[src/rtl/dwbp_pkg.sv]
package dwbp_pkg;
    localparam int unsigned DQ_W   = 16;
    localparam int unsigned LANES  = 2;
    localparam int unsigned LANE_W = DQ_W / LANES;

    typedef enum logic [1:0] {
        CYC_IDLE  = 2'd0,
        CYC_READ  = 2'd1,
        CYC_WRITE = 2'd2,
        CYC_CLASH = 2'd3
    } cyc_kind_e;

    typedef struct packed {
        logic wide;
        logic hi_sel;
    } lane_sel_t;

    function automatic cyc_kind_e classify(input logic cs_n, input logic oe_n, input logic we_n);
        cyc_kind_e k;
        if (cs_n)               k = CYC_IDLE;
        else if (!oe_n && !we_n) k = CYC_CLASH;
        else if (!oe_n)         k = CYC_READ;
        else if (!we_n)         k = CYC_WRITE;
        else                    k = CYC_IDLE;
        return k;
    endfunction

    function automatic logic [LANES-1:0] lane_mask(input lane_sel_t s);
        logic [LANES-1:0] m;
        if (s.wide)        m = '1;
        else if (s.hi_sel) m = 2'b10;
        else               m = 2'b01;
        return m;
    endfunction
endpackage

[src/rtl/dwbp_cycle_decode.sv]
module dwbp_cycle_decode
    import dwbp_pkg::*;
(
    input  logic      cs_n,
    input  logic      oe_n,
    input  logic      we_n,
    input  logic      wide,
    input  logic      top_pin,
    output cyc_kind_e kind,
    output lane_sel_t sel
);
    always_comb begin
        kind       = classify(cs_n, oe_n, we_n);
        sel.wide   = wide;
        sel.hi_sel = ~wide & top_pin;
    end
endmodule

[src/rtl/dwbp_read_lanes.sv]
module dwbp_read_lanes
    import dwbp_pkg::*;
(
    input  cyc_kind_e         kind,
    input  lane_sel_t         sel,
    input  logic [DQ_W-1:0]   word,
    output logic [DQ_W-1:0]   pin_out,
    output logic [DQ_W-1:0]   pin_oe
);
    logic reading;
    assign reading = (kind == CYC_READ);

    for (genvar g = 0; g < LANES; g++) begin : g_lane
        logic lane_on;
        if (g == 0) begin : g_low
            assign lane_on = reading;
            assign pin_out[LANE_W-1:0] = sel.hi_sel ? word[DQ_W-1:LANE_W] : word[LANE_W-1:0];
        end else begin : g_upper
            assign lane_on = reading & sel.wide;
            assign pin_out[g*LANE_W +: LANE_W] = sel.wide ? word[g*LANE_W +: LANE_W] : '0;
        end
        assign pin_oe[g*LANE_W +: LANE_W] = {LANE_W{lane_on}};
    end
endmodule

[src/rtl/dwbp_strobe_gen.sv]
module dwbp_strobe_gen
    import dwbp_pkg::*;
#(
    parameter int unsigned ADDR_W = 20
) (
    input  logic              clk,
    input  logic              rst,
    input  cyc_kind_e         kind,
    input  lane_sel_t         sel,
    input  logic [ADDR_W-1:0] addr,
    input  logic [DQ_W-1:0]   pin_in,
    output logic              rd_stb,
    output logic              wr_stb,
    output logic [ADDR_W-1:0] wr_addr,
    output logic [DQ_W-1:0]   wr_data,
    output logic [LANES-1:0]  wr_be
);
    logic rd_seen_q;
    logic wr_open_q;
    logic [DQ_W-1:0] data_in;

    always_comb begin
        if (sel.wide) data_in = pin_in;
        else          data_in = {LANES{pin_in[LANE_W-1:0]}};
    end

    always_ff @(posedge clk) begin
        if (rst) begin
            rd_seen_q <= 1'b0;
            rd_stb    <= 1'b0;
            wr_open_q <= 1'b0;
            wr_stb    <= 1'b0;
            wr_addr   <= '0;
            wr_data   <= '0;
            wr_be     <= '0;
        end else begin
            rd_seen_q <= (kind == CYC_READ);
            rd_stb    <= (kind == CYC_READ) && !rd_seen_q;
            wr_stb    <= wr_open_q && (kind != CYC_WRITE) && (kind != CYC_CLASH);
            if (kind == CYC_WRITE) begin
                wr_open_q <= 1'b1;
                wr_addr   <= addr;
                wr_data   <= data_in;
                wr_be     <= lane_mask(sel);
            end else begin
                wr_open_q <= 1'b0;
            end
        end
    end
endmodule

[src/rtl/dual_width_bus_port.sv]
module dual_width_bus_port
    import dwbp_pkg::*;
#(
    parameter int unsigned ADDR_W = 20
) (
    input  logic              clk,
    input  logic              rst,
    input  logic              bus_cs_n,
    input  logic              bus_oe_n,
    input  logic              bus_we_n,
    input  logic              bus_wide,
    input  logic [ADDR_W-1:0] bus_addr,
    input  logic [15:0]       dq_i,
    output logic [15:0]       dq_o,
    output logic [15:0]       dq_oe,
    input  logic [15:0]       arr_rd_word,
    output logic [ADDR_W-1:0] arr_rd_addr,
    output logic              arr_rd_hi,
    output logic              arr_rd_stb,
    output logic              arr_wr_stb,
    output logic [ADDR_W-1:0] arr_wr_addr,
    output logic [15:0]       arr_wr_data,
    output logic [1:0]        arr_wr_be
);
    cyc_kind_e kind;
    lane_sel_t sel;

    dwbp_cycle_decode u_decode (
        .cs_n    (bus_cs_n),
        .oe_n    (bus_oe_n),
        .we_n    (bus_we_n),
        .wide    (bus_wide),
        .top_pin (dq_i[DQ_W-1]),
        .kind    (kind),
        .sel     (sel)
    );

    dwbp_read_lanes u_read (
        .kind    (kind),
        .sel     (sel),
        .word    (arr_rd_word),
        .pin_out (dq_o),
        .pin_oe  (dq_oe)
    );

    dwbp_strobe_gen #(.ADDR_W(ADDR_W)) u_strobe (
        .clk     (clk),
        .rst     (rst),
        .kind    (kind),
        .sel     (sel),
        .addr    (bus_addr),
        .pin_in  (dq_i),
        .rd_stb  (arr_rd_stb),
        .wr_stb  (arr_wr_stb),
        .wr_addr (arr_wr_addr),
        .wr_data (arr_wr_data),
        .wr_be   (arr_wr_be)
    );

    assign arr_rd_addr = bus_addr;
    assign arr_rd_hi   = sel.hi_sel;
endmodule

[config.mk]
export PLATFORM = sky130hd
export DESIGN_NAME = dual_width_bus_port
export DESIGN_NICKNAME = d
export VERILOG_FILES = /design/src/rtl/dwbp_pkg.sv /design/src/rtl/dwbp_cycle_decode.sv /design/src/rtl/dwbp_read_lanes.sv /design/src/rtl/dwbp_strobe_gen.sv /design/src/rtl/dual_width_bus_port.sv
export SDC_FILE = /design/constraint.sdc
export NUM_CORES = 1
export LEC_CHECK = 0
export CAP_MARGIN = 30
export CORE_UTILIZATION = 36
export CTS_CLUSTER_SIZE = 40
export DETAILED_ROUTE_END_ITERATION = 7
export GPL_ROUTABILITY_DRIVEN = 0
export PLACE_DENSITY_LB_ADDON = 0.2
export SYNTH_ARGS = -nofsm -noshare
export SYNTH_HDL_FRONTEND = slang
export SYNTH_SLANG_ARGS = --single-unit
[constraint.sdc]
create_clock -name clk -period 4 [get_ports clk]
set_input_delay 0.8 -clock clk [delete_from_list [all_inputs] [get_ports clk]]
set_output_delay 0.8 -clock clk [all_outputs]
set_load 0.01 [all_outputs]
# Word-level counts from Yosys, hierarchy flattened
# Cells that the tools add are included.
# totals
regBits	42
latch_bits	0
ramBits	0
romBits	0
input_bits	58
output_inout_bits	93
wordCells	31
n_memories	0
# classes
addsub	0
n_mul	0
div	0
order_cmp	0
n_eq_ne	4
shift	0
mux	10
bitwise	3
n_reduce_logical	7
# op_table
operator	n
$mux 16	1
$mux 8	2
$mux 2	6
$logic_and 1x1->1	4
$ne 2x2->1 const B	2
$logic_not 1->1	3
$and 1x1->1	2
$eq 2x1->1 const B	1
$eq 2x2->1 const B	1
$mux 1	1
$not 1->1	1

# Longest topological paths before layout
# Gate-level depths: netlist (run 1).
# depth
word_depth	7
ltp_mapped	6
ltp_nobuf	4

# By module
# Synthesis (run 1) repeated with hierarchy kept, for this count alone.
# unflattened
hier_cells	243
area_unflattened_um2	1984.4
# by_module_without_submodules
module	instances	cells_per_inst	area_each_um2	seq_area_each_um2
dwbp_strobe_gen	1	184	1488.9	840.8
dwbp_read_lanes	1	35	316.6	0.0
dual_width_bus_port	1	20	150.1	0.0
dwbp_cycle_decode	1	4	28.8	0.0

# Worst setup path after synthesis (run 1)
# OpenSTA, ideal clock, no wires.
# synth_timing
path_kind	input to output
startpoint	input port bus_wide
endpoint	output port dq_oe[10]
arrival_ns	1.646
t_required_ns	3.200
slack_ns	1.554
cell_stages	4
n_path_buf	3
path_cell_list	buf_4 clkbuf_1 and3_1 buf_4
# synth_between
elab_chain_cells	1
# synth_rtl
item	line	rtl
start: declaration	dual_width_bus_port.sv:11	input logic bus_wide,
$and 1x1->1	dwbp_read_lanes.sv:19	assign lane_on = reading & sel.wide;
end: declaration	dual_width_bus_port.sv:15	output logic [15:0] dq_oe,
# Every way passes these cells.

# Worst setup path after layout (run 1)
# layout_timing
startpoint	input port bus_wide
endpoint	output port dq_o[3]
# layout_between
elab_chain_cells	3
# layout_rtl
item	line	rtl
$not 1->1	dwbp_cycle_decode.sv:15	sel.hi_sel = ~wide & top_pin;
$and 1x1->1	dwbp_cycle_decode.sv:15	
$mux 8	dwbp_read_lanes.sv:17	assign pin_out[LANE_W-1:0] = sel.hi_sel ? word[DQ_W-1:LANE_W] : word[LANE_W-1:0];
end: declaration	dual_width_bus_port.sv:14	output logic [15:0] dq_o,
# Every way passes these cells.

==> results of run 1 <==
worst paths after layout:
check | start | end | slack [ps] | depth (start not counted)
worst max-delay path | bus_wide | dq_o[3] | 610 | 6
worst min-delay path | u_strobe.rd_seen_q$_SDFF_PP0_ | u_strobe.rd_stb$_SDFF_PP0_ | 400 | 1
worst max register to register | u_strobe.wr_data[9]$_SDFFE_PP0P_ | u_strobe.wr_data[9]$_SDFFE_PP0P_ | 3290 | 2
worst min register to register | u_strobe.rd_seen_q$_SDFF_PP0_ | u_strobe.rd_stb$_SDFF_PP0_ | 400 | 1
registers in the layout, summed over array words and instances (netlist names):
name / cells
u_strobe.wr_open_q: 1
u_strobe.wr_data: 16
u_strobe.wr_addr: 20
u_strobe.rd_seen_q: 1
u_strobe.rd_stb: 1
u_strobe.wr_stb: 1
u_strobe.wr_be: 2
cells by family (layout without fill, tap and decap cells):
logic type	Yosys count	count (layout)	synth area share, %
multiplexers	8	8	4.04
flip-flops	42	42	42.4
buffers and inverters	54	163	19.3
AND/OR/NAND/NOR	111	111	23.7
AO/OA/AOI/OAI	37	37	10.5
cell type report:
class                      instances  share of cell area [%]
multi-input combinational        156                    23.1
clock inverter                     2                   0.416
clock buffer                       6                    2.19
tap                               70                    2.65
sequential                        42                    25.4
inverter                           2                   0.227
timing repair buffer             153                    46.0
layer usage:
layer | vias to the layer above | wire length, um | global-route usage [%] | share of wire [%]
met5 | - | 0 | 0 | 0
met4 | 0 | 63 | 5.77 | 1.2
met3 | 5 | 485 | 6.83 | 9.0
met2 | 79 | 2720 | 32.7 | 50
met1 | 844 | 2140 | 20.8 | 40
li1 | 988 | - | - | -
worst reg2reg max path, cell delays in order, from the launching register on:
cell and delay [ps]:
dfxtp_1 340, nor2_1 50, a211oi_1 240
metrics by stage:
step	instances	total power, uW	cell area [um^2]
5_1_grt	431	983	3310
2_1_floorplan	252	551	1980
6_report	431	938	3310
3_3_place_gp	423	677	3220
3_5_place_dp	423	680	3220
4_1_cts	431	950	3310
power breakdown:
part / leakage, uW / switching, uW / internal (uW)
Combinational: 0.000854 / 89.9 / 139
Sequential: 0.000342 / 6.78 / 433
Clock: 0.0000452 / 146 / 123
layout by cell type, fill, tap and decap left out, types with 2 or more instances in the layout:
master             n
a211oi_1           9
a21oi_1           28
and2_1             8
buf_4              3
clkbuf_8           5
clkdlybuf4s50_1  150
dfxtp_1           42
mux2i_1            8
nand2_1           81
nor2_1            14
nor3_1             2
==> metrics.txt, run 1 <==
sequential area share after synthesis=42.4%; Ant. Diodes=0; count leader, synth=nand2_1; CP max stage cell=clkdlybuf4s50_1; vias in the first global route=1787; Slew Limit Fails=0; Final min period=3390 ps; final-layout fill cell count=500; P_leak=0.00124 uW; Routed WL per cell=12.5 um; Yosys top cell area share=42.4%; Peak VDD IR=0.246 mV; Area Overhead vs Synth=67.0%; Post-Route Skew=0.428 ps; die span in y=76.2 um; EDFF count, synth=0; clk buf depth=2; Root Buffer=clkbuf_8; most used flip-flop cell after synthesis=dfxtp_1; fin util=63.6%; 1st-iter DRT viols=36; vias per cell=4.45; layout net count=418; Avg Cell Area, Syn=7.86 um^2; num ports=151; Tightest Pin Transition=449 ps; CP max FO=10; first-pass GRT wire length=8650 um; Core ar.=0.00520 mm^2; area occupied by multi-input gates=764 um^2; GRT Residual Overflow=0; postcts setup bufs=0; I/O Buffers=150; top cell type by total area after synthesis=dfxtp_1; antenna violations before repair=0; worst setup path class=in -> out; via count=1916; Die X=76.2 um; final wirelength=5400 um; final setup violation count=0; Unique masters post-synth=20; Hold Vio Cnt, Final=0; critical path arrival=2590 ps; TritonCTS clock tree=built; crit path capture type=primary output; H-Tree Depth=2; Worst Hold Class=reg -> reg; slowest cell delay on critical path=560 ps; CTS Buf Count=5; Worst Path Buf+Inv=3; Sink Count=42; Async S/R FF share, synth=0%; FP Rows=26; fin worst setup slack=611 ps; register area=841 um^2; share of cells above drive strength 1=3.88%; Initial Util=38.1%; synthesized area=0.00198 mm^2; Area contributors post-synth=dfxtp_1 (42%), nand2_1 (15%), buf_4 (15%); DIE AREA=0.00581 mm^2; synth warn=0; max_slew headroom=70.0%; largest net degree at the start of global routing=43; Hold WS=396 ps; clk slew on worst S/H paths=80 ps; Syn Nets=310; cell area power density=283 mW/mm^2; CP cell instances=clkdlybuf4s50_1 > nand2b_1 > inv_2 > nand2_1 > nand2_1 > clkdlybuf4s50_1; Synth Instances=252; dpl hpwl=4070 um; post-route ant nets=0; post-cts repair resize count=0; Synth top cells by count=nand2_1 (81), dfxtp_1 (42), buf_4 (39); dpl ws=620 ps; drt pass-1 iters=4; DRC viols=0; Yosys reg bits=42; max cap viols=0; total track usage=18.6%; RSZ-0062 raised after global routing=no; Critical Path RT=3200 ps; Tcrit/Tclk final=84.7%; Hold Buf Count CTS=0; Top delay family on crit path=buffers and inverters; Setup TNS Final=0 ps; status=completed; Max Clk Rate=0.295 GHz; Clk Latency, worst-skew pair=290 ps; Critical Path Source Type=primary input
Power figures use the tool's default switching activity.
==> run 2, diff against run 1 <==
CORE_UTILIZATION = 34   (was 36)
clock period = 3.2 ns   (was 4 ns; I/O delays follow)
==> run 2 against run 1 <==
Clock skew hardly changed; worst hold slack better by 1.5 ps; sequential power rose by 25%; clock power rose by 57%; routed wire length decreased by 3.3%; critical endpoint is now dq_o[0]; count of clock-buffer cells in the layout unchanged; sequential cell count unchanged; first-iteration DRC count grew 36%; critical path depth unchanged.
==> metrics.txt, run 2 (synthesis gave the netlist of run 1 again) <==
status=completed; layout net count=420; Biggest register=u_strobe.wr_addr; cell area power density=374 mW/mm^2; first-pass GRT wire length=8490 um; Area Overhead vs Synth=69.9%; H-Tree Depth=2; RSZ-0062 raised after global routing=no; drt pass-1 iters=4; most frequent cells in the layout=clkdlybuf4s50_1 (150), nand2_1 (81), dfxtp_1 (42), a21oi_1 (28), nor2_1 (14); 1st-iter DRT viols=49; Peak VDD IR=0.239 mV; clk buf depth=2; Hold Buf Count CTS=0; DIE AREA=0.00614 mm^2; Max Clk Rate=0.342 GHz; Tightest Pin Transition=589 ps; Setup TNS Final=0 ps; Routed WL per cell=12.0 um; CP cell instances=clkdlybuf4s50_1 > nand2b_1 > buf_4 > nand2_1 > nand2_1 > clkdlybuf4s50_1; Critical Path RT=2560 ps; top flop regs=u_strobe.wr_addr (20), u_strobe.wr_data (16), u_strobe.wr_be (2); Ant. Diodes=0; Largest register FFs=20; CP max stage cell=clkdlybuf4s50_1; P_leak=0.00127 uW; slowest cell delay on critical path=620 ps; dpl hpwl=3870 um; share of cells above drive strength 1=4.42%; Die X=78.4 um; antenna violations before repair=0; CP max FO=8; Root Buffer=clkbuf_8; post-cts repair resize count=0; Clk Latency, worst-skew pair=280 ps; total track usage=17.4%; Hold Vio Cnt, Final=0; Slew Limit Fails=0; vias in the first global route=1831; via count=1918; Initial Util=35.6%; commonest non-fill, non-tap cell in the layout=clkdlybuf4s50_1; Final min period=2930 ps; Tcrit/Tclk final=91.4%; fin util=60.4%; postcts setup bufs=0; DRC viols=0; final setup violation count=0; worst setup path class=in -> out; post-route ant nets=0; CTS Buf Count=5; max_slew headroom=60.7%; max cap viols=0; FP Rows=27; vias per cell=4.42; Worst Hold Class=reg -> reg; Critical Path Source Type=primary input; I/O Buffers=150; final wirelength=5220 um; crit path capture type=primary output; Post-Route Skew=0.0860 ps; clk slew on worst S/H paths=70 ps; critical path arrival=2290 ps; GRT Residual Overflow=0; Core ar.=0.00557 mm^2; num ports=151; die span in y=78.4 um; TritonCTS clock tree=built; final-layout fill cell count=510; largest net degree at the start of global routing=43; Sink Count=42
==> run 2: worst max-delay path, delay by kind of cell <==
family	cells	cell delay, ps
AND/OR/NAND/NOR	3	320
buffers and inverters	3	1330
==> run 2: per-layer routing <==
metal,routed length (um),track usage [%],part of all wire (%),vias to the layer above
li1,-,-,-,990
met1,2100,18.9,40,838
met2,2540,30.5,49,86
met3,540,7.56,10,4
met4,48,5.00,0.92,0
met5,0,0,0,-
==> run 2: path summary, 6_finish.rpt <==
check	start	end	slack, ps	cells past startpoint
setup / recovery	bus_wide	dq_o[0]	270	6
hold / removal	u_strobe.rd_seen_q$_SDFF_PP0_	u_strobe.rd_stb$_SDFF_PP0_	400	1
setup reg to reg	u_strobe.wr_data[13]$_SDFFE_PP0P_	u_strobe.wr_data[13]$_SDFFE_PP0P_	2520	2
hold reg to reg	u_strobe.rd_seen_q$_SDFF_PP0_	u_strobe.rd_stb$_SDFF_PP0_	400	1
==> run 2: power breakdown <==
part | total [uW] | internal (uW) | switching (uW)
Combinational | 288 | 176 | 112
Sequential | 550 | 542 | 8.74
Clock | 423 | 250 | 173
Total | 1260 | 967 | 293
==> run 2: per-stage QoR <==
stage	cells	worst slack [ps]	cell area [um^2]	hold WS, ps	total power [uW]
after global routing	434	168	3370	418	1320
final	434	275	3370	398	1260
after CTS	434	253	3370	402	1280
after global placement	427	269	3250	383	850
after floorplan	252	1070	1980	376	688
after detailed placement	427	253	3250	391	853
==> run 2: layout make-up <==
class | instances | area, um^2 | share of cell area (%)
timing repair buffer | 155 | 1550 | 46.1
sequential | 42 | 841 | 25.0
multi-input combinational | 156 | 764 | 22.7
tap | 72 | 90.1 | 2.68
clock buffer | 6 | 82.6 | 2.45
clock inverter | 1 | 30.0 | 0.892
inverter | 2 | 7.51 | 0.223
==> run 3, diff against run 2 <==
MAX_ROUTING_LAYER = met4   (was not set)
==> run 3 against run 2 <==
Power rose by 0.25%; largest cell class unchanged; combinational power barely moved; first-iteration DRC count rose by 2.0%; final area did not move.
==> metrics.txt, run 3 (synthesis gave the netlist of run 1 again) <==
Die X=78.4 um; Hold Vio Cnt, Final=0; Largest register FFs=20; total track usage=17.9%; Post-Layout Cell Count=434; worst hold path cell count=1; FF-to-FF path depth=2; placed insts=427; RSZ-0062 raised after global routing=no; crit path capture type=primary output; Crit. path cell count=6; Initial Util=35.6%; CP max FO=8; slowest cell delay on critical path=620 ps; worst setup path class=in -> out; Finished Cell Area=0.00337 mm^2; GR met3 Demand/Resource=6.86%; critical path arrival=2280 ps; Sink Count=42; CP cell instances=clkdlybuf4s50_1 > nand2b_1 > buf_4 > nand2_1 > nand2_1 > clkdlybuf4s50_1; max_slew headroom=60.8%; Most Used Layer, Global Route=met2; TritonCTS clock tree=built; vias in the first global route=1833; post-route ant nets=0; final-layout fill cell count=510; grt met1 use=19.3%; post-cts repair resize count=0; Area Overhead vs Synth=69.9%; drt pass-1 iters=4; CTS Buf Count=5; Final min period=2920 ps; postcts setup bufs=0; P_leak=0.00127 uW; Power Total=1260 uW; first-pass GRT wire length=8470 um; Top delay family on crit path=buffers and inverters; Routed WL per cell=12.1 um; antenna violations before repair=0; Tcrit/Tclk final=91.3%; final wirelength=5230 um; Hold Buf Count CTS=0; Slew Limit Fails=0; DIE AREA=0.00614 mm^2; max cap viols=0; Max Clk Rate=0.342 GHz; Setup TNS Final=0 ps; Root Buffer=clkbuf_8; GRT Residual Overflow=0; largest net degree at the start of global routing=43; via count=1916; Biggest register=u_strobe.wr_addr; Peak VDD IR=0.239 mV; status=completed; FP Rows=27; crit path launch=bus_wide; met2 global-route usage=30.5%; top flop regs=u_strobe.wr_addr (20), u_strobe.wr_data (16), u_strobe.wr_be (2); dpl hpwl=3870 um; hold path start=u_strobe.rd_seen_q$_SDFF_PP0_; most frequent cells in the layout=clkdlybuf4s50_1 (150), nand2_1 (81), dfxtp_1 (42), a21oi_1 (28), nor2_1 (14); Critical Path RT=2560 ps; layout net count=420; vias per cell=4.41; clk buf depth=2; Worst Hold Class=reg -> reg; Worst Path Buf+Inv=3; Post-DP Area=0.00325 mm^2; num ports=151; Tightest Pin Transition=587 ps; die span in y=78.4 um; CP max stage cell=clkdlybuf4s50_1; H-Tree Depth=2; worst reg2reg startpoint=u_strobe.wr_data[13]$_SDFFE_PP0P_; commonest non-fill, non-tap cell in the layout=clkdlybuf4s50_1; Ant. Diodes=0; I/O Buffers=150; Post-Route Skew=0.0860 ps; 1st-iter DRT viols=50; Critical Path Source Type=primary input; share of cells above drive strength 1=4.42%; Core ar.=0.00557 mm^2; Clk Latency, worst-skew pair=280 ps; final setup violation count=0; cell area power density=375 mW/mm^2; DRC viols=0; clk slew on worst S/H paths=70 ps; fin util=60.4%
-- run 3: cell counts in the layout (fill, tap and decap cells not counted) --
Identical to the previous run, type by type.
-- run 3: final timing paths --
kind | to | slack, ps
max | dq_o[0] | 280
min | u_strobe.rd_stb$_SDFF_PP0_ | 400
max reg2reg | u_strobe.wr_data[13]$_SDFFE_PP0P_ | 2520
min reg2reg | u_strobe.rd_stb$_SDFF_PP0_ | 400
-- run 3: metrics by stage --
step | setup WS, ps | hold WS [ps]
floorplan | 1070 | 376
global placement | 269 | 383
detailed placement | 253 | 391
CTS | 253 | 402
global route | 168 | 418
finish | 279 | 398
-- run 3: per-layer routing --
metal  vias to the layer above  routed length [um]
li1                        988                   -
met1                       834                2120
met2                        90                2550
met3                         4                 513
met4                         0                  48
met5                         -                   0
-- run 3: area by class of cell --
| cell class | instances | area [um^2] | share of cell area [%] |
|---|---|---|---|
| Clock inverter | 1 | 30.0 | 0.892 |
| Multi-Input combinational cell | 156 | 764 | 22.7 |
| Sequential cell | 42 | 841 | 25.0 |
| Timing Repair Buffer | 155 | 1550 | 46.1 |
| Tap cell | 72 | 90.1 | 2.68 |
| Inverter | 2 | 7.51 | 0.223 |
| Clock buffer | 6 | 82.6 | 2.45 |
-- run 3: power by group --
part           switching [uW]  internal [uW]  total [uW]
combinational             112            176         288
clock                     176            250         426
sequential               8.74            542         550
total                     296            967        1260
